[src/rtl/lfsr_pkg.sv]
package lfsr_pkg;
  localparam int unsigned LFSR_W = 16;

  typedef enum logic {
    FB_EXTERNAL = 1'b0,
    FB_INTERNAL = 1'b1
  } fb_mode_e;
endpackage

[src/rtl/lfsr_rst_sync.sv]
module lfsr_rst_sync #(
  parameter int unsigned STAGES = 2
) (
  input  logic clk,
  input  logic rst_n,
  output logic rst_ok
);
  logic [STAGES-1:0] chain_q;

  always_ff @(posedge clk or negedge rst_n) begin
    if (!rst_n) chain_q <= '0;
    else        chain_q <= {chain_q[STAGES-2:0], 1'b1};
  end

  assign rst_ok = chain_q[STAGES-1];
endmodule

[src/rtl/lfsr_seed_guard.sv]
module lfsr_seed_guard #(
  parameter int unsigned W = 16
) (
  input  logic [W-1:0] raw,
  output logic [W-1:0] safe
);
  localparam logic [W-1:0] ONE = {{(W-1){1'b0}}, 1'b1};

  always_comb begin
    if (raw == '0) safe = ONE;
    else           safe = raw;
  end
endmodule

[src/rtl/lfsr_step.sv]
module lfsr_step #(
  parameter int unsigned   W        = 16,
  parameter logic [W-1:0]  EXT_MASK = 16'h002D,
  parameter logic [W-1:0]  INT_MASK = 16'hB400
) (
  input  logic [W-1:0] cur,
  input  logic         internal_mode,
  output logic [W-1:0] nxt
);
  logic [W-1:0] ext_nxt;
  logic [W-1:0] int_nxt;
  logic         out_bit;

  assign out_bit = cur[0];

  // external XOR: one parity term enters the top stage
  assign ext_nxt = {^(cur & EXT_MASK), cur[W-1:1]};

  // internal XOR: each tapped stage toggles with the output bit
  genvar g;
  generate
    for (g = 0; g < W - 1; g++) begin : g_int
      assign int_nxt[g] = cur[g+1] ^ (out_bit & INT_MASK[g]);
    end
  endgenerate
  assign int_nxt[W-1] = out_bit & INT_MASK[W-1];

  always_comb begin
    if (internal_mode) nxt = int_nxt;
    else               nxt = ext_nxt;
  end
endmodule

[src/rtl/lfsr_dual_gen.sv]
module lfsr_dual_gen #(
  parameter int unsigned                   WIDTH    = lfsr_pkg::LFSR_W,
  parameter logic [WIDTH-1:0]              EXT_MASK = 16'h002D,
  parameter logic [WIDTH-1:0]              INT_MASK = 16'hB400,
  parameter logic [WIDTH-1:0]              RST_SEED = 16'hACE1
) (
  input  logic             clk,
  input  logic             rst_n,
  input  logic             mode_sel,
  input  logic             step_en,
  input  logic             seed_load,
  input  logic [WIDTH-1:0] seed_val,
  output logic             bit_out,
  output logic [WIDTH-1:0] state_out,
  output logic             wrap_pulse
);
  import lfsr_pkg::*;

  logic             rst_ok;
  fb_mode_e         mode;
  logic [WIDTH-1:0] state_q, state_d;
  logic [WIDTH-1:0] seed_q, seed_d;
  logic             wrap_q, wrap_d;
  logic [WIDTH-1:0] step_nxt;
  logic [WIDTH-1:0] seed_safe;

  assign mode = fb_mode_e'(mode_sel);

  lfsr_rst_sync #(.STAGES(2)) u_rst (
    .clk    (clk),
    .rst_n  (rst_n),
    .rst_ok (rst_ok)
  );

  lfsr_seed_guard #(.W(WIDTH)) u_guard (
    .raw  (seed_val),
    .safe (seed_safe)
  );

  lfsr_step #(.W(WIDTH), .EXT_MASK(EXT_MASK), .INT_MASK(INT_MASK)) u_step (
    .cur           (state_q),
    .internal_mode (mode == FB_INTERNAL),
    .nxt           (step_nxt)
  );

  // next-state
  always_comb begin
    state_d = state_q;
    seed_d  = seed_q;
    wrap_d  = 1'b0;
    if (seed_load) begin
      state_d = seed_safe;
      seed_d  = seed_safe;
    end else if (step_en) begin
      state_d = step_nxt;
      wrap_d  = (step_nxt == seed_q);
    end
  end

  // registers
  always_ff @(posedge clk or negedge rst_ok) begin
    if (!rst_ok) begin
      state_q <= RST_SEED;
      seed_q  <= RST_SEED;
      wrap_q  <= 1'b0;
    end else begin
      state_q <= state_d;
      seed_q  <= seed_d;
      wrap_q  <= wrap_d;
    end
  end

  assign state_out  = state_q;
  assign bit_out    = state_q[0];
  assign wrap_pulse = wrap_q;
endmodule

[config.mk]
export PLATFORM = sky130hd
export DESIGN_NAME = lfsr_dual_gen
export DESIGN_NICKNAME = d
export VERILOG_FILES = /design/src/rtl/lfsr_pkg.sv /design/src/rtl/lfsr_rst_sync.sv /design/src/rtl/lfsr_seed_guard.sv /design/src/rtl/lfsr_step.sv /design/src/rtl/lfsr_dual_gen.sv
export SDC_FILE = /design/constraint.sdc
export NUM_CORES = 1
export LEC_CHECK = 0
export CELL_PAD_IN_SITES_DETAIL_PLACEMENT = 1
export CELL_PAD_IN_SITES_GLOBAL_PLACEMENT = 2
export CORE_UTILIZATION = 33
export CTS_CLUSTER_SIZE = 20
export DETAILED_ROUTE_END_ITERATION = 7
export MAX_ROUTING_LAYER = met4
export PLACE_DENSITY = 0.91
export SLEW_MARGIN = 20
export SYNTH_ARGS = -nofsm -noshare
export SYNTH_HDL_FRONTEND = slang
export SYNTH_SLANG_ARGS = --single-unit
[constraint.sdc]
create_clock -name clk -period 2.3 [get_ports clk]
set_input_delay 0.345 -clock clk [delete_from_list [all_inputs] [get_ports clk]]
set_output_delay 0.345 -clock clk [all_outputs]
set_load 0.03 [all_outputs]
==> impl_table.tex <==
\begin{tabular}{lr}
\hline
Metric & Value \\
\hline
\multicolumn{2}{l}{\textbf{Outcome}} \\
\quad Status & completed \\
\multicolumn{2}{l}{\textbf{Finish}} \\
\quad Final-stage net count & around 220 \\
\quad Count of filler cells inserted in the layout & around 560 \\
\quad Synthesis-to-finish area growth & 33.3\% \\
\quad Most common cell after layout, fill and taps aside & clkdlybuf4s50\_1 \\
\quad Ratio of cells with drive above 1 in the final layout & 0.139 \\
\quad Commonest cells after routing, fill and taps aside & clkdlybuf4s50\_1, o21ai\_0, dfrtp\_1, dfstp\_2 \\
\quad Design area & 2250 um\^{}2 \\
\quad Number of diodes & 0 \\
\quad Finished Core Util & 0.468 \\
\multicolumn{2}{l}{\textbf{STA}} \\
\quad Number of slew-limit violations in the final report & 0 \\
\quad Period utilization & 0.830 \\
\quad Sum of negative setup slack & 0 ps \\
\quad Final Hold Fails & 0 \\
\quad Total of endpoints with negative setup slack in the final report & 0 \\
\quad Worst Clk Skew & 2.99 ps \\
\quad RSZ-0062 raised after global routing & no \\
\quad Clock period minus final worst setup slack & between 1500 and 2000 ps \\
\quad Maximum clock frequency & 524 MHz \\
\quad Worst hold slack & 222 ps \\
\multicolumn{2}{l}{\textbf{GRT}} \\
\quad Global-route usage over all layers & 0.176 \\
\quad Global-route wire length before repair & roughly 6.8 mm \\
\quad Antenna violations before repair & 0 \\
\quad Overall overflow remaining after global route & 0 \\
\quad Largest net degree at the start of global routing & 50 \\
\quad Vias in the first global route & roughly 1.3k \\
\multicolumn{2}{l}{\textbf{Die}} \\
\quad Site Rows & 25 \\
\quad Vertical die dimension & between 70 and 80 um \\
\quad Die footprint & 5410 um\^{}2 \\
\quad Std-Cell Core Area & about 4800 um\^{}2 \\
\quad Width of the die & approximately 74 um \\
\quad Top-level I/O count & 39 \\
\quad Initial cell density of the core & 0.351 \\
\multicolumn{2}{l}{\textbf{Yosys}} \\
\quad YS warnings & 0 \\
\quad Register area share after synthesis & 0.530 \\
\quad Synth Net Count & around 180 \\
\quad Total standard cell area after synthesis & 1690 um\^{}2 \\
\quad Number of distinct library cells after synthesis & 28 \\
\quad Synth Area per Inst & about 11 um\^{}2 \\
\quad Synth Instances & between 150 and 200 \\
\quad Register bit count reported by yosys & 35 \\
\multicolumn{2}{l}{\textbf{Power}} \\
\quad Power per Cell Area & 728 nW/um\^{}2 \\
\quad Total design power & roughly 1.6 mW \\
\quad Max IR drop VDD & roughly 0.00026 V \\
\quad Leakage Power & 0.947 nW \\
\multicolumn{2}{l}{\textbf{Place}} \\
\quad Placed standard-cell area & between 2000 and 2500 um\^{}2 \\
\quad \# port buffers & 38 \\
\quad HPWL reported at the end of detailed placement & 2.94 mm \\
\quad Gp weighted congestion & $\sim$0.7 \\
\multicolumn{2}{l}{\textbf{Critical path}} \\
\quad Buffers \& Inverters on Critical Path & 1 \\
\quad Critical Path, Cell by Cell & clkdlybuf4s50\_1 \\
\quad Crit path required time & between 1500 and 2000 ps \\
\quad Highest-delay cell along the critical path & clkdlybuf4s50\_1 \\
\quad Endpoint kind of the worst setup timing path & output port \\
\quad Arr. time, crit path & approximately 1600 ps \\
\quad Longest individual stage delay on the worst path & around 690 ps \\
\quad Crit Path Category & register to output port \\
\quad Crit-path max FO & 6 \\
\quad CP Launch Type & register \\
\quad Kind of cell adding the most delay to the critical path & buffers and inverters \\
\multicolumn{2}{l}{\textbf{CTS}} \\
\quad Clock net sink count & 35 \\
\quad Number of H-tree levels & 2 \\
\quad Post-CTS setup-driven buffer insertion count & 0 \\
\quad Worst-skew pair later-pin latency & roughly 280 ps \\
\quad Max Buffers Root-to-Sink & 2 \\
\quad TritonCTS clock tree & built \\
\quad CTS resizes & 0 \\
\quad CTS root buffer & clkbuf\_8 \\
\quad Clock Pin Slew Worst Setup and Hold Paths & roughly 70 ps \\
\quad Hold-fix buffers, CTS & 0 \\
\quad Number of buffers created by CTS & 5 \\
\multicolumn{2}{l}{\textbf{Routing}} \\
\quad DRC violations left & 0 \\
\quad Antenna Nets Post-Route & 0 \\
\quad Vias after detailed routing & around 1.3k \\
\quad Total routed wirelength & 4.12 mm \\
\quad Via-to-Cell Ratio & between 4 and 5 \\
\quad Iteration-0 DRC count of the detailed router & 25 \\
\quad Routed length per placed instance & around 15 um \\
\quad Detailed-routing iteration count for the pre-antenna-repair pass & 4 \\
\multicolumn{2}{l}{\textbf{Worst hold path}} \\
\quad Hold Path Class & input pin to async pin \\
\multicolumn{2}{l}{\textbf{Run}} \\
\quad Number of max-capacitance violations reported & 0 \\
\hline
\end{tabular}
registers in the layout (all words and copies together) (netlist names):
name	count
seed_q	16
state_out	16
u_rst.chain_q	2
wrap_pulse	1
synthesized netlist by cell type, drive strengths merged:
master	n	area (um^2)
a211oi	1	7.51
a21oi	1	5.00
a41oi	1	8.76
and4	1	8.76
buf	4	21.3
clkbuf	4	15.0
conb	1	3.75
dfrtp	19	475
dfstp	16	420
inv	14	52.6
mux2	1	11.3
mux2i	14	140
nand2	15	56.3
nand2b	2	12.5
nand4	3	18.8
nor2	4	17.5
nor2b	1	6.26
nor3	1	5.00
nor3b	1	7.51
nor4	5	31.3
o21ai	29	145
o41ai	1	8.76
xnor2	15	131
xnor3	2	45.0
xor2	4	35.0
cell type report:
cell class | instances | area [um^2] | share of cell area
clock buffers | 8 | 100 | 0.0444
inverters | 14 | 52.6 | 0.0233
multi-input cells | 103 | 706 | 0.313
flip-flops and latches | 35 | 896 | 0.398
well taps | 67 | 83.8 | 0.0372
repair buffers | 41 | 415 | 0.184
where the power goes:
group | internal [mW] | leakage (nW) | switching [mW]
clock network | 0.273 | 0.0515 | 0.213
logic | 0.191 | 0.496 | 0.197
registers | 0.697 | 0.400 | 0.0672
per-stage QoR:
| step | setup slack, ps | instances |
|---|---|---|
| after detailed placement | 601 | 260 |
| after CTS | 377 | 268 |
| after global routing | 340 | 268 |
| after floorplan | 595 | 160 |
| final | 390 | 268 |
| after global placement | 618 | 260 |
worst paths after layout:
kind                                    end  depth (start not counted)             start  slack (ps)
max                            state_out[0]                          1      state_out[0]         390
min                        u_rst.chain_q[0]                          1             rst_n         220
max reg2reg                      wrap_pulse                          4      state_out[5]         640
min reg2reg                      seed_q[12]                          1  u_rst.chain_q[1]         290
max in group asynchronous      state_out[5]                          1  u_rst.chain_q[1]        1670
min in group clk           u_rst.chain_q[1]                          0  u_rst.chain_q[0]         360
kinds of logic after synthesis:
family          synth area share
simple gates              0.0970
buf+inv                   0.0526
other cells              0.00222
mux                       0.0896
xor+xnor                   0.125
flops                      0.530
compound gates             0.104
metal layers:
metal  vias to the layer above  GRT usage  share of wire
li1                        618          -              -
met1                       620      0.240           0.50
met2                        28      0.258           0.46
met5                         -          -              0
met3                         4     0.0370          0.031
met4                         0     0.0641          0.011
(Power assumes the default switching activity.)
